`config.mk`:
```
export PLATFORM = sky130hd
export DESIGN_NAME = vid_status_reg
export DESIGN_NICKNAME = d
export VERILOG_FILES = /design/src/rtl/vid_status_pkg.sv /design/src/rtl/vid_status_ctrl.sv /design/src/rtl/vid_status_dp.sv /design/src/rtl/vid_status_reg.sv
export SDC_FILE = /design/constraint.sdc
export NUM_CORES = 1
export LEC_CHECK = 0
export ABC_AREA = 1
export BUFFER_PORTS_ARGS = -buffer_cell sky130_fd_sc_hd__clkbuf_2
export CAP_MARGIN = 20
export CORE_MARGIN = 5
export CORE_UTILIZATION = 25
export DETAILED_ROUTE_END_ITERATION = 12
export GPL_TIMING_DRIVEN = 0
export HOLD_SLACK_MARGIN = 0.1
export PLACE_DENSITY = 0.55
export SETUP_SLACK_MARGIN = 0.1
export SYNTH_ARGS = -nofsm -noshare
export SYNTH_HDL_FRONTEND = slang
export SYNTH_HIERARCHICAL = 1
export SYNTH_SLANG_ARGS = --single-unit
export TNS_END_PERCENT = 5
```
`constraint.sdc`:
```
create_clock -name clk -period 1.2 [get_ports clk]
set_clock_uncertainty 0.05 [all_clocks]
set_input_delay 0.24 -clock clk [delete_from_list [all_inputs] [get_ports clk]]
set_output_delay 0.24 -clock clk [all_outputs]
set_load 0.02 [all_outputs]
```
`src/rtl/vid_status_pkg.sv`:
```
package vid_status_pkg;

  // Positions inside the three-bit flag vector. The status byte places it
  // above the index field as {frame, fifth, collide}.
  localparam int FLAG_COLLIDE = 0;
  localparam int FLAG_FIFTH   = 1;
  localparam int FLAG_FRAME   = 2;
  localparam int FLAG_COUNT   = 3;

  typedef struct packed {
    logic clearFlags;
    logic setFrame;
    logic setCollide;
    logic setFifth;
    logic loadIdx;
  } statusCtl_t;

endpackage

```
`src/rtl/vid_status_ctrl.sv`:
```
module vid_status_ctrl
  import vid_status_pkg::*;
(
  input  logic       readStrobe,
  input  logic       frameEnd,
  input  logic       collideEvt,
  input  logic       fifthEvt,
  input  logic       fifthFlag,
  input  logic       frameFlag,
  input  logic       intEnable,
  output statusCtl_t ctl,
  output logic       irqN
);

  // A flag that is cleared by this read counts as clear, so the index can
  // reload in the same edge that the flag is set again.
  logic fifthFreeAfterClear;

  always_comb begin
    fifthFreeAfterClear = readStrobe | ~fifthFlag;
    ctl.clearFlags = readStrobe;
    ctl.setFrame   = frameEnd;
    ctl.setCollide = collideEvt;
    ctl.setFifth   = fifthEvt;
    ctl.loadIdx    = fifthEvt & fifthFreeAfterClear;
    irqN           = ~(frameFlag & intEnable);
  end

endmodule

```
`src/rtl/vid_status_dp.sv`:
```
module vid_status_dp
  import vid_status_pkg::*;
#(
  parameter int IDX_W = 5
) (
  input  logic             clk,
  input  logic             rstN,
  input  statusCtl_t       ctl,
  input  logic [IDX_W-1:0] fifthIdx,
  output logic [FLAG_COUNT-1:0] flags,
  output logic [IDX_W-1:0] idxReg
);

  logic [FLAG_COUNT-1:0] setVec;
  logic [FLAG_COUNT-1:0] keptVec;
  logic [FLAG_COUNT-1:0] flagsNext;

  always_comb begin
    setVec               = '0;
    setVec[FLAG_COLLIDE] = ctl.setCollide;
    setVec[FLAG_FIFTH]   = ctl.setFifth;
    setVec[FLAG_FRAME]   = ctl.setFrame;
    keptVec              = ctl.clearFlags ? '0 : flags;
    // Set has priority over the read clear, so no event is lost.
    flagsNext            = keptVec | setVec;
  end

  always_ff @(posedge clk or negedge rstN) begin
    if (!rstN) begin
      flags  <= '0;
      idxReg <= '0;
    end else begin
      flags <= flagsNext;
      if (ctl.loadIdx) idxReg <= fifthIdx;
    end
  end

endmodule

```
`src/rtl/vid_status_reg.sv`:
```
module vid_status_reg
  import vid_status_pkg::*;
#(
  parameter int IDX_W = 5,
  localparam int STATUS_W = IDX_W + FLAG_COUNT
) (
  input  logic                clk,
  input  logic                rstN,
  input  logic                frameEnd,
  input  logic                collideEvt,
  input  logic                fifthEvt,
  input  logic [IDX_W-1:0]    fifthIdx,
  input  logic                intEnable,
  input  logic                readStrobe,
  output logic [STATUS_W-1:0] statusByte,
  output logic                irqN
);

  statusCtl_t            ctl;
  logic [FLAG_COUNT-1:0] flags;
  logic [IDX_W-1:0]      idxReg;

  vid_status_ctrl u_ctrl (
    .readStrobe (readStrobe),
    .frameEnd   (frameEnd),
    .collideEvt (collideEvt),
    .fifthEvt   (fifthEvt),
    .fifthFlag  (flags[FLAG_FIFTH]),
    .frameFlag  (flags[FLAG_FRAME]),
    .intEnable  (intEnable),
    .ctl        (ctl),
    .irqN       (irqN)
  );

  vid_status_dp #(.IDX_W(IDX_W)) u_dp (
    .clk      (clk),
    .rstN     (rstN),
    .ctl      (ctl),
    .fifthIdx (fifthIdx),
    .flags    (flags),
    .idxReg   (idxReg)
  );

  assign statusByte = {flags, idxReg};

endmodule

```
==> summary.md, run 1 <==
| Metric | Value |
|---|---|
| Number of instances in the placed design | `75` |
| Die Outline Area | `2240 µm²` |
| Distinct cell type count of the synthesized netlist | `6` |
| Per-cell routed wire length | `8.84 µm` |
| CP Launch Point | `u_dp/flags[2]` |
| Most common cell after layout, fill and taps aside | `sky130_fd_sc_hd__nand2_1` |
| Result of the run | `finished, final reports clean` |
| Buffer cell driving the clock tree root | `sky130_fd_sc_hd__clkbuf_4` |
| Filler-free cell count of the finished design | `80` |
| First drt pass iteration count | `1` |
| Syn_area_per_cell | `8.28 µm²` |
| Max-Cap Viols | `0` |
| Hpwl dp | `553 µm` |
| Largest area contributor in the synthesized netlist | `sky130_fd_sc_hd__dfrtp_1` |
| TritonCTS buffer count | `3` |
| Min-delay src | `collideEvt` |
| Worst-path maximum fanout | `3` |
| Synthesis-to-layout area growth | `45.3%` |
| Antenna violations before repair | `0` |
| Most area-consuming cells after synthesis | `sky130_fd_sc_hd__dfrtp_1, sky130_fd_sc_hd__nand2_1, sky130_fd_sc_hd__buf_4` |
| Highest achievable clock rate | `875 MHz` |
| Data required time at the worst endpoint | `0.91 ns` |
| Worst-case clock buffer depth | `2` |
| Worst R2R End | `u_dp/idxReg[3]` |
| Min setup slack post-route | `0.0568 ns` |
| Number of warnings reported in the yosys synthesis log | `6` |
| Number of violations reported at the end of detailed-routing iteration 0 | `0` |
| Post-synth net total | `54` |
| VDD IR-drop max | `0.470 mV` |
| Worst Path Arrival | `0.85 ns` |
| Placer Congestion | `0.645` |
| Worst slack after detailed placement | `0.104 ns` |
| Sequential-to-total area share from yosys stat | `0.576` |
| TritonCTS clock tree | `yes` |
| Per-cell via count in the routed design | `3.83` |
| Cells along the critical path | `nand2_1 -> clkbuf_8` |
| Total DRC errors in the routed layout | `0` |
| Setup Crit Path Kind | `flip-flop to primary output` |
| Reg-to-reg slack, setup | `0.11 ns` |
| Quantity of I/O buffers inserted on ports | `18` |
| Cell Pwr Density | `1310 nW/µm²` |
| Vias after detailed routing | `306` |
| Filler instances | `150` |
| Leak | `0.000313 µW` |
| Final ANT Viol Nets | `0` |
| RSZ-0062 raised after global routing | `true` |
| Cell count of the worst hold path | `3` |
| Total Power Consumption | `662 µW` |
| Number of ports placed on the die boundary | `21` |
| Final Hold Viols | `0` |
| Critical path launch point type | `flip-flop` |
| Fraction of layout cells with a size suffix above 1 | `0.431` |
| Critical Path Max Stage Delay | `0.38 ns` |
| Pin count of the biggest net entering global routing | `9` |
| Initial core utilization | `0.267` |
| Aggregate negative setup slack | `0 ns` |
| Slowest-stage cell, CP | `sky130_fd_sc_hd__dfrtp_1` |
| Gr usage total | `0.0761` |
| Std cell rows | `13` |
| Number of sinks handled by clock tree synthesis | `8` |
| DIE WIDTH | `47.3 µm` |
| Die boundary height | `47.3 µm` |
| Wire length of the first global-routing pass | `1120 µm` |
| Clock Pin Slew Worst Setup and Hold Paths | `0.05 ns` |
| Pins Over Slew Limit | `0` |
| Total length of routed wires | `707 µm` |
| Critical R2R Launch | `u_dp/flags[1]` |
| Time the worst path needs with I/O delays and setup | `1.14 ns` |
| Final period utilization | `0.953` |
| Most frequent cells in the layout | `sky130_fd_sc_hd__nand2_1, sky130_fd_sc_hd__clkbuf_2, sky130_fd_sc_hd__dfrtp_1, sky130_fd_sc_hd__inv_1, sky130_fd_sc_hd__buf_4` |
| Measured slew at the worst slew-check pin | `0.312 ns` |
| Relative max-transition margin | `0.792` |
| Hold Path Class | `primary input to flip-flop` |
| Antenna Cells | `0` |
| CORE AREA | `1300 µm²` |
| Sort of element at the end of the critical path | `primary output` |
| Synthesized flop and latch total | `8` |
| Worst min-delay path endpoint | `u_dp/flags[0]` |
| Path depth of the worst reg2reg path | `4` |
| Clock latency at the later pin of the worst-skew pair | `0.24 ns` |
| Gate Count Post-Synth | `42` |
| Share of the synthesized area in the top cell type | `0.576` |
| Fin nets | `79` |
| Count of endpoints failing setup in the final report | `0` |
| Level count of the clock H-tree | `1` |
| Via count of the first global-routing pass | `278` |
| Post-synthesis cell area | `348 µm²` |
| Sum of overflow across all layers after global routing | `0` |
-- area by class of cell --
| class | instances | area [µm²] | share of cell area |
|---|---|---|---|
| Multi-Input combinational cell | 23 | 91.3 | 0.181 |
| Inverter | 7 | 26.3 | 0.0520 |
| Sequential cell | 8 | 200 | 0.396 |
| Clock buffer | 3 | 22.5 | 0.0446 |
| Tap cell | 15 | 18.8 | 0.0371 |
| Timing Repair Buffer | 20 | 116 | 0.230 |
| Buffer | 4 | 30.0 | 0.0594 |
-- worst max-delay path, delay by kind of cell (launching register included) --
kind	cells	cell delay, ns
flip-flops	1	0.38
buffers and inverters	1	0.15
AND/OR/NAND/NOR	1	0.08
-- flip-flops by register name, indices dropped and copies added, names as in the netlist --
name,count
u_dp/flags,3
u_dp/idxReg,5
-- timing repair --
item | CTS | global route
buffers inserted | 0 | 1
resized for setup | 2 | 0
endpoints found under the hold margin | 8 | 0
hold buffers | 1 | 0
setup endpoints to repair | 2 | 9
pin swaps | 1 | 0
-- where the power goes --
group	leakage [µW]	internal, µW	switching, µW
clock	0.0000138	114	81.5
combinational	0.000205	62.3	89.8
sequential	0.0000936	299	15.6
-- metal layers --
layer  vias to the layer above  track usage  share of wire
met1                       134       0.0882           0.42
met2                         9        0.112           0.52
met5                         -            0              0
li1                        163            -              -
met4                         0       0.0663              0
met3                         0       0.0230          0.058
-- worst max-delay path by stage --
| stage | to | slack (ns) | cells after the start |
|---|---|---|---|
| floorplan | u_dp/idxReg[0] | 0.14 | 4 |
| global placement | u_dp/idxReg[1] | 0.11 | 4 |
| detailed placement | u_dp/idxReg[0] | 0.10 | 4 |
| CTS | irqN | 0.06 | 2 |
| global route | irqN | 0.02 | 2 |
| finish | irqN | 0.06 | 2 |
-- logic make-up after synthesis --
family                 synth area share
AOI/OAI and AO/OA                0.0252
buffers and inverters             0.162
DFF                               0.576
and+or+nand+nor                   0.237
-- through the flow --
stage	utilization	instance area (µm²)	hold slack (ns)
4_1_cts	0.383	498	0.119
3_3_place_gp	0.351	457	0.0454
3_5_place_dp	0.351	457	0.0447
5_1_grt	0.388	505	0.115
6_report	0.388	505	0.127
2_1_floorplan	-	348	-0.106
-- Yosys cell counts --
master / number
sky130_fd_sc_hd__nand2_1: 22
sky130_fd_sc_hd__a21oi_2: 1
sky130_fd_sc_hd__dfrtp_1: 8
sky130_fd_sc_hd__inv_1: 6
sky130_fd_sc_hd__buf_4: 4
sky130_fd_sc_hd__inv_2: 1
Note: power is estimated with default switching activity, not from simulation.
==> run 2, diff against run 1 <==
--- a/config.mk
+++ b/config.mk
@@ -8,12 +8,13 @@
 export ABC_AREA = 1
 export BUFFER_PORTS_ARGS = -buffer_cell sky130_fd_sc_hd__clkbuf_2
 export CAP_MARGIN = 20
-export CORE_MARGIN = 5
-export CORE_UTILIZATION = 25
+export CORE_AREA = 5 5 42 44
+export CTS_BUF_LIST = sky130_fd_sc_hd__clkbuf_4 sky130_fd_sc_hd__clkbuf_8
 export DETAILED_ROUTE_END_ITERATION = 12
+export DIE_AREA = 0 0 47 49
 export GPL_TIMING_DRIVEN = 0
 export HOLD_SLACK_MARGIN = 0.1
-export PLACE_DENSITY = 0.55
+export PLACE_DENSITY = 0.57
 export SETUP_SLACK_MARGIN = 0.1
 export SYNTH_ARGS = -nofsm -noshare
 export SYNTH_HDL_FRONTEND = slang
==> summary.md, run 2 (synthesized netlist as in run 1, its figures left out) <==
| Metric | Value |
|---|---|
| RSZ-0062 raised after global routing | `true` |
| Final period utilization | `0.950` |
| Result of the run | `finished, final reports clean` |
| Number of sinks handled by clock tree synthesis | `8` |
| Aggregate negative setup slack | `0 ns` |
| Highest achievable clock rate | `877 MHz` |
| Final ANT Viol Nets | `0` |
| Data required time at the worst endpoint | `0.91 ns` |
| Number of ports placed on the die boundary | `21` |
| Initial core utilization | `0.248` |
| TritonCTS clock tree | `yes` |
| Leak | `0.000308 µW` |
| Cell Pwr Density | `1330 nW/µm²` |
| Per-cell via count in the routed design | `3.90` |
| Setup Crit Path Kind | `flip-flop to primary output` |
| Level count of the clock H-tree | `1` |
| Critical path launch point type | `flip-flop` |
| Placer Congestion | `0.630` |
| TritonCTS buffer count | `3` |
| Wire length of the first global-routing pass | `1280 µm` |
| First drt pass iteration count | `3` |
| Relative max-transition margin | `0.805` |
| Tightest hold margin | `0.127 ns` |
| Number of violations reported at the end of detailed-routing iteration 0 | `6` |
| Biggest register | `u_dp/idxReg` |
| Synthesis-to-layout area growth | `43.5%` |
| Clock Pin Slew Worst Setup and Hold Paths | `0.06 ns` |
| Quantity of I/O buffers inserted on ports | `18` |
| Count of endpoints failing setup in the final report | `0` |
| Sum of overflow across all layers after global routing | `0` |
| VDD IR-drop max | `0.508 mV` |
| Std cell rows | `14` |
| Via count of the first global-routing pass | `323` |
| Worst Path Arrival | `0.85 ns` |
| Cell area after layout | `499 µm²` |
| Worst-path maximum fanout | `3` |
| Pins Over Slew Limit | `0` |
| Per-cell routed wire length | `9.54 µm` |
| Hold Path Class | `primary input to flip-flop` |
| Pin count of the biggest net entering global routing | `9` |
| Most common cell after layout, fill and taps aside | `sky130_fd_sc_hd__nand2_1` |
| Sort of element at the end of the critical path | `primary output` |
| Max-Cap Viols | `0` |
| Biggest registers after layout | `u_dp/idxReg (5), u_dp/flags (3)` |
| Measured slew at the worst slew-check pin | `0.292 ns` |
| Clock latency at the later pin of the worst-skew pair | `0.25 ns` |
| Worst-case clock buffer depth | `2` |
| Buffer cell driving the clock tree root | `sky130_fd_sc_hd__clkbuf_4` |
| Die boundary height | `49 µm` |
| Gr usage total | `0.0801` |
| Number of flip-flops in the largest register | `5` |
| Share of the core filled with cells in the final layout | `0.356` |
| DIE WIDTH | `47 µm` |
| Die Outline Area | `2300 µm²` |
| Most frequent cells in the layout | `sky130_fd_sc_hd__nand2_1, sky130_fd_sc_hd__clkbuf_2, sky130_fd_sc_hd__dfrtp_1, sky130_fd_sc_hd__inv_1, sky130_fd_sc_hd__buf_4` |
| Filler instances | `167` |
| Total length of routed wires | `763 µm` |
| Antenna violations before repair | `0` |
| Fraction of layout cells with a size suffix above 1 | `0.422` |
| Time the worst path needs with I/O delays and setup | `1.14 ns` |
| Antenna Cells | `0` |
| Cell Area, Placed | `458 µm²` |
| Vias after detailed routing | `312` |
| CORE AREA | `1400 µm²` |
| Fin nets | `78` |
| Total DRC errors in the routed layout | `0` |
| Final Hold Viols | `0` |
| Sequential standard cell area | `200 µm²` |
| Total area of multi-input combinational cells | `91.3 µm²` |
[run 2: layer usage]
metal | routed length (µm) | vias to the layer above | track usage
li1 | - | 163 | -
met5 | 0 | - | 0
met4 | 0 | 0 | 0.0553
met2 | 349 | 16 | 0.102
met3 | 84 | 0 | 0.0332
met1 | 330 | 133 | 0.105
[run 2: path summary, 6_finish.rpt]
kind,from,to,slack (ns),cells past startpoint
min,collideEvt,u_dp/flags[0],0.13,3
max in group asynchronous,rstN,u_dp/idxReg[0],0.60,2
max reg2reg,u_dp/flags[1],u_dp/idxReg[1],0.13,4
max,u_dp/flags[2],irqN,0.06,2
min reg2reg,u_dp/idxReg[2],u_dp/idxReg[2],0.42,2
min in group asynchronous,rstN,u_dp/flags[0],0.32,2
[run 2: cell type report]
cell class / instances / area share
Multi-Input combinational cell: 23 / 0.183
Clock buffer: 3 / 0.0451
Timing Repair Buffer: 19 / 0.218
Buffer: 4 / 0.0602
Inverter: 7 / 0.0526
Sequential cell: 8 / 0.401
Tap cell: 16 / 0.0401
[run 2: critical path: stages, from the launching register on]
cell and delay [ns]:
sky130_fd_sc_hd__dfrtp_1 0.39, sky130_fd_sc_hd__nand2_1 0.08, sky130_fd_sc_hd__clkbuf_8 0.14
[run 2: what timing repair did]
action                                 4_1_cts  5_1_grt
cloned                                       0        0
pin swaps                                    1        0
endpoints found under the hold margin        8        0
buffers inserted                             0        0
setup endpoints to repair                    3       12
gates resized for setup                      2        0
hold buffers                                 1        0
[run 2: per-stage QoR]
| stage | instances | total power [µW] | setup WS, ns |
|---|---|---|---|
| floorplan | 42 | 404 | 0.141 |
| finish | 80 | 666 | 0.0598 |
| global placement | 76 | 462 | 0.123 |
| global route | 80 | 713 | 0.00553 |
| detailed placement | 76 | 467 | 0.126 |
| CTS | 80 | 685 | 0.0456 |
[run 2: power breakdown]
part,switching [µW],internal [µW]
sequential,16.0,299
clock,88.6,114
combinational,88.6,59.8
total,193,473
